**src/rtl/fpn_pkg.sv**
```systemverilog
package fpn_pkg;

  localparam int HALF_MAN = 10;
  localparam int HALF_EXP = 5;
  localparam int HALF_W   = 16;

  localparam logic [HALF_EXP-1:0] HALF_EXP_TOP = 5'h1F;
  localparam logic [HALF_MAN-1:0] HALF_QUIET   = 10'h200;

  typedef enum logic [2:0] {
    CL_ZERO,
    CL_SPECIAL,
    CL_OVF,
    CL_SUB,
    CL_NORM
  } fpn_class_e;

endpackage

```
**src/rtl/fpn_classify.sv**
```systemverilog
module fpn_classify
  import fpn_pkg::*;
#(
  parameter int EXP_W = 8,
  parameter int MAN_W = 23
) (
  input  logic [EXP_W-1:0] exp_b,
  input  logic [MAN_W-1:0] man,
  output fpn_class_e       cls,
  output logic             man_nz
);

  localparam int BIAS   = (1 << (EXP_W - 1)) - 1;
  localparam int OVF_HI = BIAS + 15;
  localparam int SUB_LO = BIAS - 14;

  always_comb begin
    man_nz = |man;
    if (&exp_b)                          cls = CL_SPECIAL;
    else if (exp_b == '0)                cls = CL_ZERO;
    else if (exp_b > EXP_W'(OVF_HI))     cls = CL_OVF;
    else if (exp_b < EXP_W'(SUB_LO))     cls = CL_SUB;
    else                                 cls = CL_NORM;
  end

endmodule

```
**src/rtl/fpn_assemble.sv**
```systemverilog
module fpn_assemble
  import fpn_pkg::*;
#(
  parameter int EXP_W = 8,
  parameter int MAN_W = 23
) (
  input  fpn_class_e           cls,
  input  logic                 man_nz,
  input  logic                 sign,
  input  logic [EXP_W-1:0]     exp_b,
  input  logic [MAN_W-1:0]     man,
  output logic [HALF_W-1:0]    half
);

  localparam int BIAS   = (1 << (EXP_W - 1)) - 1;
  localparam int SUB_LO = BIAS - 14;
  localparam int REBIAS = BIAS - 15;
  localparam int WDIFF  = MAN_W - HALF_MAN;
  localparam int RST_W  = MAN_W + 1;
  localparam int SH_W   = EXP_W + 2;

  logic [RST_W-1:0]    restored;
  logic [SH_W-1:0]     shamt;
  logic [HALF_EXP-1:0] h_exp;
  logic [HALF_MAN-1:0] h_man;
  logic [HALF_MAN-1:0] nan_low;

  always_comb begin
    restored = {1'b1, man};
    shamt    = SH_W'(SUB_LO) - SH_W'(exp_b) + SH_W'(WDIFF);
    nan_low  = man[HALF_MAN-1:0];
    h_exp    = '0;
    h_man    = '0;
    unique case (cls)
      CL_SPECIAL: begin
        h_exp = HALF_EXP_TOP;
        if (man_nz) h_man = (nan_low == '0) ? HALF_QUIET : nan_low;
      end
      CL_OVF: begin
        h_exp = HALF_EXP_TOP;
      end
      CL_SUB: begin
        if (shamt < SH_W'(RST_W)) h_man = HALF_MAN'(restored >> shamt);
      end
      CL_NORM: begin
        h_exp = HALF_EXP'(exp_b - EXP_W'(REBIAS));
        h_man = man[MAN_W-1 -: HALF_MAN];
      end
      default: begin
        h_exp = '0;
        h_man = '0;
      end
    endcase
    half = {sign, h_exp, h_man};
  end

endmodule

```
**src/rtl/fp_narrow_half.sv**
```systemverilog
module fp_narrow_half
  import fpn_pkg::*;
#(
  parameter bit IN_DOUBLE = 1'b0,
  localparam int EXP_W = IN_DOUBLE ? 11 : 8,
  localparam int MAN_W = IN_DOUBLE ? 52 : 23,
  localparam int IN_W  = 1 + EXP_W + MAN_W
) (
  input  logic              clk,
  input  logic              rst_n,
  input  logic              in_vld,
  input  logic [IN_W-1:0]   in_word,
  output logic              out_vld,
  output logic [HALF_W-1:0] out_half
);

  logic              sign;
  logic [EXP_W-1:0]  exp_b;
  logic [MAN_W-1:0]  man;
  fpn_class_e        cls;
  logic              man_nz;
  logic [HALF_W-1:0] conv;

  logic              vld_nx;
  logic [HALF_W-1:0] half_nx;

  assign sign  = in_word[IN_W-1];
  assign exp_b = in_word[IN_W-2 -: EXP_W];
  assign man   = in_word[MAN_W-1:0];

  fpn_classify #(.EXP_W(EXP_W), .MAN_W(MAN_W)) u_cls (
    .exp_b  (exp_b),
    .man    (man),
    .cls    (cls),
    .man_nz (man_nz)
  );

  fpn_assemble #(.EXP_W(EXP_W), .MAN_W(MAN_W)) u_asm (
    .cls    (cls),
    .man_nz (man_nz),
    .sign   (sign),
    .exp_b  (exp_b),
    .man    (man),
    .half   (conv)
  );

  always_comb begin
    vld_nx  = in_vld;
    half_nx = out_half;
    if (in_vld) half_nx = conv;
  end

  always_ff @(posedge clk or negedge rst_n) begin
    if (!rst_n) begin
      out_vld  <= 1'b0;
      out_half <= '0;
    end else begin
      out_vld  <= vld_nx;
      out_half <= half_nx;
    end
  end

endmodule

```
**config.mk**
```make
export PLATFORM = sky130hd
export DESIGN_NAME = fp_narrow_half
export DESIGN_NICKNAME = d
export VERILOG_FILES = /design/src/rtl/fpn_pkg.sv /design/src/rtl/fpn_classify.sv /design/src/rtl/fpn_assemble.sv /design/src/rtl/fp_narrow_half.sv
export SDC_FILE = /design/constraint.sdc
export NUM_CORES = 1
export LEC_CHECK = 0
export BUFFER_PORTS_ARGS = -buffer_cell sky130_fd_sc_hd__clkbuf_2
export CORE_ASPECT_RATIO = 1.75
export CORE_UTILIZATION = 35
export DETAILED_ROUTE_END_ITERATION = 8
export PLACE_DENSITY_LB_ADDON = 0.12
export SYNTH_ARGS = -nofsm -noshare
export SYNTH_HDL_FRONTEND = slang
export SYNTH_SLANG_ARGS = --single-unit
```
**constraint.sdc**
```tcl
create_clock -name clk -period 2.2 [get_ports clk]
set_input_delay 0.22 -clock clk [delete_from_list [all_inputs] [get_ports clk]]
set_output_delay 0.22 -clock clk [all_outputs]
set_load 0.01 [all_outputs]
```
# After elaboration in Yosys (flattened, before gate mapping)
# Cells that the tools add are included.
word_totals:
  ff_bits: 17
  in_bits: 35
  output_inout_bits: 17
classes:
  add_sub_neg: 3
  magnitude_cmp: 3
  eq_ne: 4
  n_shift: 1
  muxes: 9
  n_reduce_logical: 5
ops:
  columns: ["cell", "count"]
  rows:
  - ["$mux W10", 3]
  - ["$pmux W10 S3", 1]
  - ["$shr A24 B10 Y10", 1]
  - ["$reduce_or A23 Y1", 1]
  - ["$mux W3", 4]
  - ["$add A10 B4 Y10 const B", 1]
  - ["$logic_not A10 Y1", 1]
  - ["$lt A10 B5 Y1 const B", 1]
  - ["$pmux W5 S2", 1]
  - ["$sub A7 B8 Y9 const A", 1]
  - ["$gt A8 B8 Y1 const B", 1]
  - ["$logic_not A8 Y1", 1]
  - ["$lt A8 B7 Y1 const B", 1]
  - ["$reduce_and A8 Y1", 1]
  - ["$eq A3 B2 Y1 const B", 2]
  - ["$sub A5 B5 Y5 const B", 1]
  - ["$eq A3 B1 Y1 const B", 1]
  - ["$eq A3 B3 Y1 const B", 1]
  - ["$reduce_or A2 Y1", 1]

# Longest topological paths before layout
# Gate-level depths: netlist of the first run.
depth:
  ltp_word: 8
  mapped_depth: 13
  ltp_nobuf: 9

# By module
# A second synthesis of the first run with hierarchy kept.
unflattened:
  cells_unflattened: 277
  area_unflattened_um2: 2411.1
by_module_without_submodules:
  columns: ["mod", "instances", "cells_each", "area_each_um2"]
  rows:
  - ["fpn_assemble", 1, 220, 1575.3]
  - ["fp_narrow_half", 1, 35, 674.4]
  - ["fpn_classify", 1, 22, 161.4]

# Least setup slack after synthesis of the first run
# OpenSTA, ideal clock, no wires.
synth_timing:
  path_kind: "input to register"
  start: "in in_word[23]"
  end: "reg out_half[6]"
  setup_ns: 0.120
  t_arrival_ns: 2.580
  required_ns: 2.080
  setup_slack_ns: -0.501
  cell_stages: 11
  n_path_buf: 3
  path_cell_list: "buf_2 > inv_1 > buf_2 > ha_1 > buf_2 > mux2i_1 > a21oi_1 > mux4_2 > mux2_2 > a31o_1 > o211a_1"
synth_between:
  elab_chain_len: 7
  elab_cells_between_ends: 17
synth_lines:
  columns: ["element", "line", "text"]
  rows:
  - ["from (decl)", "fp_narrow_half.sv:12", "input logic [IN_W-1:0] in_word,"]
  - ["parallel branches: the longest is 6 deep, another holds $add A10 B4 Y10", null, null]
  - ["$pmux W10 S3 *", "fpn_assemble.sv:34", "unique case (cls)"]
  - ["to (signal assigned)", "fp_narrow_half.sv:59", "out_half <= half_nx;"]
  - ["to (decl)", "fp_narrow_half.sv:14", "output logic [HALF_W-1:0] out_half"]
# Every way passes the cells marked *.
# A chain may end at the register's enable or synchronous reset.

# Final worst setup path of the first run
layout_timing:
  start: "in in_word[25]"
  end: "reg out_half[6]"
# The elaborated chain is that of the path after synthesis.

==> results of run 1 <==
repair_timing:
item / in CTS / in global routing
hold buffers: 1 / 0
gates resized for setup: 1 / 27
setup buffers: 3 / 2
pin swaps: 1 / 6
hold endpoints to repair: 17 / 0
endpoints found under the setup margin: 1 / 9
through the flow:
stage	setup WS [ns]	hold slack, ns	total power, mW
after detailed placement	-0.279	0.177	1.20
after floorplan	-0.183	-0.0756	0.885
after global routing	-0.0330	0.207	1.74
final	0.0511	0.200	1.63
after global placement	-0.282	0.170	1.20
after CTS	0.0354	0.201	1.59
power by group:
group	switching, mW	total, mW	leakage [nW]	internal [mW]
registers	0.0136	0.352	0.212	0.338
clock network	0.127	0.371	0.0409	0.244
logic	0.468	0.909	1.31	0.441
state kept, by name, indices dropped and copies added, names as in the netlist:
register	count
out_vld	1
out_half	16
kinds of logic after synthesis:
| logic type | Yosys count | synth area share (%) |
|---|---|---|
| multiplexers | 39 | 21.4 |
| flip-flops | 17 | 17.3 |
| AND/OR/NAND/NOR | 116 | 24.3 |
| XOR/XNOR | 6 | 2.44 |
| buffers and inverters | 33 | 5.99 |
| AO/OA/AOI/OAI | 94 | 26.0 |
| adder cells (fa/ha/maj) | 5 | 2.54 |
cells in the mapped netlist, drive strengths merged (4+ instances only):
cell type and number:
a211oi 8, a21oi 20, a221oi 5, and2 4, buf 12, clkbuf 13, dfrtp 17, ha 5
inv 8, mux2 10, mux2i 19, mux4 10, nand2 27, nand3 14, nor2 28, nor2b 7
nor3 11, nor4 6, o21ai 27, or3 6, xnor2 4
area by class of cell:
class / instances / area share, %
inverter: 8 / 1.01
multi-input combinational: 260 / 58.8
tap: 84 / 3.04
clock inverter: 1 / 0.145
clock buffer: 3 / 2.17
timing repair buffer: 117 / 22.6
sequential: 17 / 12.3
metal layers:
metal  vias up  part of all wire (%)  GRT usage (%)
li1       1379                     -              -
met1      1312                    42           30.6
met2        66                    52           43.4
met3        18                   2.6           1.61
met4         0                   3.1           11.9
met5         -                     0              0
worst max path at each step:
stage | from | endpoint | cells past startpoint | slack (ns)
final | in_word[25] | out_half[6] | 10 | 0.05
after global routing | in_word[23] | out_half[0] | 12 | -0.03
after CTS | in_word[24] | out_half[7] | 9 | 0.04
after detailed placement | in_word[24] | out_half[6] | 10 | -0.28
after global placement | in_word[24] | out_half[6] | 10 | -0.28
after floorplan | in_word[25] | out_half[6] | 12 | -0.18
worst max-delay path, cell delays in order:
cell and delay, ns:
buf_4 0.13, buf_4 0.14, ha_4 0.14, and2b_2 0.24
o21a_1 0.24, nor2_4 0.13, mux4_2 0.49, mux2_4 0.27
a31o_1 0.17, o211a_1 0.10
==> metrics.cfg, run 1 <==
[run_status]
outcome = complete, no violations

[yosys]
ys_seq_area_share_pct = 17.3
syn_avg_cell_area_um2 = 7.95
synth_area_mm2 = 0.00246
synth_area_leaders = dfrtp_1 17%, mux4_2 9.1%, mux2i_1 7.7%
async_flop_share_pct = 100
yosys_warnings = 0
synth_top_area_share_pct = 17.3
synthDistinctLibCells = 62
syn-num-nets = 350
ys_ff_latch = 17
synthCells = 310
synth-edff-count = 0
yosysTopAreaCell = dfrtp_1
synth-main-ff-cell = dfrtp_1

[clock_tree]
cts_root_buffer = clkbuf_16
cts_tree = yes
clk_pin_slew_ns = 0.05
cts_buffer_depth = 2
cts_buffers = 3
cts_sinks = 17
htreeDepth = 1
clk_latency_ns = 0.25

[cells_and_area]
ff_latch_area_um2 = 425
stdcell_count = 490
final_cell_mix = 63 x buf_4, 49 x clkbuf_2, 26 x nor2_1, 26 x nand2_1, 22 x o21ai_0
final_common_cell = buf_4
utilization_pct = 50.5
layout-drive-gt1-share_pct = 41.1
multiInputGateArea_mm2 = 0.00203
areaGrowthSynthToFinish_pct = 40.5
final_area_mm2 = 0.00346
fillerInstances = 681
nets = 447
n_antenna_cell = 0

[worst_setup_path]
crit_path_end_kind = register
r2r-end = out_half[1]
reg2reg_from = out_half[1]
cp.required_ns = 2.34
reg2reg_depth = 3
start_kind = primary input
worstPathMaxFanout = 5
crit_type = primary input to register
critPathArrivalTime_ns = 2.29
rrSetupSlack_ns = 1.01

[die]
die_w_um = 65.4
io_pins = 52
dieArea_mm2 = 0.00739
die_h_um = 113
rows = 40
core_mm2 = 0.00686
initial_core_util_pct = 35.9

[detailed_routing]
antenna_left = 0
vias_per_cell = 5.66
wl_per_cell_um = 17.8
vias = 2775
drtIter0Drc = 131
drc = 0
firstDrtPassIters = 7
totalWireLength_mm = 8.73

[placed_design]
io_buffers = 51
placed_cell_area_mm2 = 0.00322
dp_hpwl_mm = 7.03
gp_congestion = 0.899
dp.cells = 480

[power]
p_per_area_mw_per_mm2 = 471
cellLeakagePower_nw = 1.56
irDropWorstVdd_uv = 199

[sta]
slew_viol_final = 0
tns_ns = 0
max_freq_mhz = 465
fin_skew_ns = 0
relSlewSlack_pct = 65.6
worst_pin_slew_ns = 0.513
period_share_pct = 97.7
finalHoldViolCount = 0
rsz0062_at_grt = true
fin_crit_ns = 2.15
setup_viol = 0

[min_path]
min_from = in_word[31]
hold_depth = 2
hp-class = primary input to register
hold_end = out_half[15]

[global_routing]
grt_pass1_wl_mm = 14.3
grt_max_degree = 22
grt_use_total_pct = 25.0
antenna_found_initial = 0
grt_pass1_vias = 2786
grt.overflow.total = 0

[job]
max_cap_violations = 0

Note: power is estimated with default switching activity, not from simulation.
==> run 2: changes to the inputs <==
--- a/config.mk
+++ b/config.mk
@@ -9,6 +9,7 @@
 export CORE_ASPECT_RATIO = 1.75
 export CORE_UTILIZATION = 35
 export DETAILED_ROUTE_END_ITERATION = 8
+export MAX_ROUTING_LAYER = met4
 export PLACE_DENSITY_LB_ADDON = 0.12
 export SYNTH_ARGS = -nofsm -noshare
 export SYNTH_HDL_FRONTEND = slang
==> run 2 against run 1 <==
Die area stayed put. Via count rose by 2.3%. Non-clock buffer count rose by 2. Combinational power increased by 1%. Core utilization is 0.53 points higher. Clock power hardly changed. Critical endpoint unchanged. Largest cell class unchanged.
==> metrics.cfg, run 2 (same netlist as run 1, synthesis figures left out) <==
[sta]
worst_pin_slew_ns = 0.506
slew_viol_final = 0
rsz0062_at_grt = true
setup_viol = 0
period_share_pct = 97.5
finalHoldViolCount = 0
fin_crit_ns = 2.15
tns_ns = 0
max_freq_mhz = 466
fin_skew_ns = 0
relSlewSlack_pct = 66.1

[cells_and_area]
areaGrowthSynthToFinish_pct = 42.0
regMostFlops = out_half
n_antenna_cell = 0
final_area_mm2 = 0.00350
final_common_cell = buf_4
nets = 449
layout-drive-gt1-share_pct = 42.2
stdcell_count = 492
utilization_pct = 51.0
largest_reg_flops = 16
top_regs = out_half: 16 flops, out_vld: 1 flops
final_cell_mix = 62 x buf_4, 49 x clkbuf_2, 26 x nor2_1, 26 x nand2_1, 23 x o21ai_0

[worst_setup_path]
crit_start = in_word[23]
crit_path_end_kind = register
cp.required_ns = 2.34
crit_type = primary input to register
worstPathMaxFanout = 7
cp_slowest_cell = mux4_2
critPathArrivalTime_ns = 2.29
cp-endpoint = out_half[6]
reg2reg_depth = 3
start_kind = primary input
slowest_delay_ns = 0.47
reg2reg_from = out_half[6]
worstPathCellList = clkbuf_2, inv_4, ha_4, buf_6, nor2b_1, a211oi_2, a21oi_2, mux4_2, mux2_4, a31o_1, o211a_1
r2r-end = out_half[6]
rrSetupSlack_ns = 1.05

[power]
p_per_area_mw_per_mm2 = 470
p_int_mw = 1.03
clkPwrFrac_pct = 22.5
power_mw = 1.64
power_switching_mw = 0.614
switching_share_pct = 37.3
combPwrFrac_pct = 56.1
cellLeakagePower_nw = 1.57
irDropWorstVdd_uv = 167
seqPwrFrac_pct = 21.4

[die]
rows = 40
dieArea_mm2 = 0.00739
die_w_um = 65.4
die_h_um = 113
initial_core_util_pct = 35.9
io_pins = 52
core_mm2 = 0.00686

[clock_tree]
htreeDepth = 1
clk_pin_slew_ns = 0.05
cts_buffer_depth = 2
cts_tree = yes
cts_sinks = 17
cts_buffers = 3
clk_latency_ns = 0.25
cts_root_buffer = clkbuf_16

[detailed_routing]
vias_per_cell = 5.77
vias = 2839
drc = 0
totalWireLength_mm = 8.73
firstDrtPassIters = 5
antenna_left = 0
wl_per_cell_um = 17.7
drtIter0Drc = 132

[global_routing]
antenna_found_initial = 0
grt_use_total_pct = 25.1
grt_max_degree = 30
grt.overflow.total = 0
grt_pass1_wl_mm = 13.8
grt_pass1_vias = 2626

[job]
max_cap_violations = 0

[placed_design]
io_buffers = 51
dp.cells = 484
dp_hpwl_mm = 7.05
placed_cell_area_mm2 = 0.00325
gp_congestion = 0.927

[min_path]
hp-class = primary input to register

[run_status]
outcome = complete, no violations

run 2: layout make-up:
| cell class | count | area (um^2) |
|---|---|---|
| clock buffers | 3 | 75.1 |
| inverters | 8 | 37.5 |
| well taps | 84 | 105 |
| fillers | 682 | 3360 |
| multi-input cells | 260 | 2050 |
| repair buffers | 119 | 803 |
| flip-flops and latches | 17 | 425 |
| clock inverters | 1 | 5.00 |
run 2: power groups by stage:
stage,clock network [mW],registers (mW),logic [mW]
finish,0.369,0.352,0.922
global route,0.391,0.355,1.00
CTS,0.377,0.353,0.873
detailed placement,0,0.358,0.854
global placement,0,0.356,0.852
floorplan,0,0.369,0.516
run 2: worst min path at each step:
stage	endpoint	depth (start not counted)	slack, ns	startpoint
2_1_floorplan	out_half[0]	0	-0.08	rst_n
3_3_place_gp	out_half[0]	1	0.17	rst_n
3_5_place_dp	out_half[8]	1	0.18	rst_n
4_1_cts	out_half[15]	2	0.20	in_word[31]
5_1_grt	out_half[15]	2	0.21	in_word[31]
6_report	out_half[15]	2	0.20	in_word[31]
run 2: what timing repair did:
| item | CTS | global route |
|---|---|---|
| pin swaps | 2 | 6 |
| gates resized for setup | 8 | 29 |
| hold buffers | 1 | 0 |
| setup endpoints to repair | 1 | 10 |
| endpoints found under the hold margin | 17 | 0 |
| buffers inserted | 2 | 1 |
run 2: metal layers:
layer / vias up / wire length [um] / global-route usage [%]
li1: 1382 / - / -
met1: 1349 / 3550 / 30.6
met2: 83 / 4530 / 42.1
met3: 25 / 322 / 1.21
met4: 0 / 329 / 10.7
met5: - / 0 / -
run 2: per-stage QoR:
step | setup slack (ns) | hold slack [ns]
after floorplan | -0.183 | -0.0756
after global placement | -0.272 | 0.171
after detailed placement | -0.306 | 0.179
after CTS | 0.0175 | 0.204
after global routing | -0.0349 | 0.210
final | 0.0544 | 0.203
run 2: critical path, delay by kind of cell:
family,cells,cell delay [ns]
AND/OR/NAND/NOR,1,0.07
multiplexers,2,0.75
buffers and inverters,3,0.32
AO/OA/AOI/OAI,4,0.62
adder cells (fa/ha/maj),1,0.31
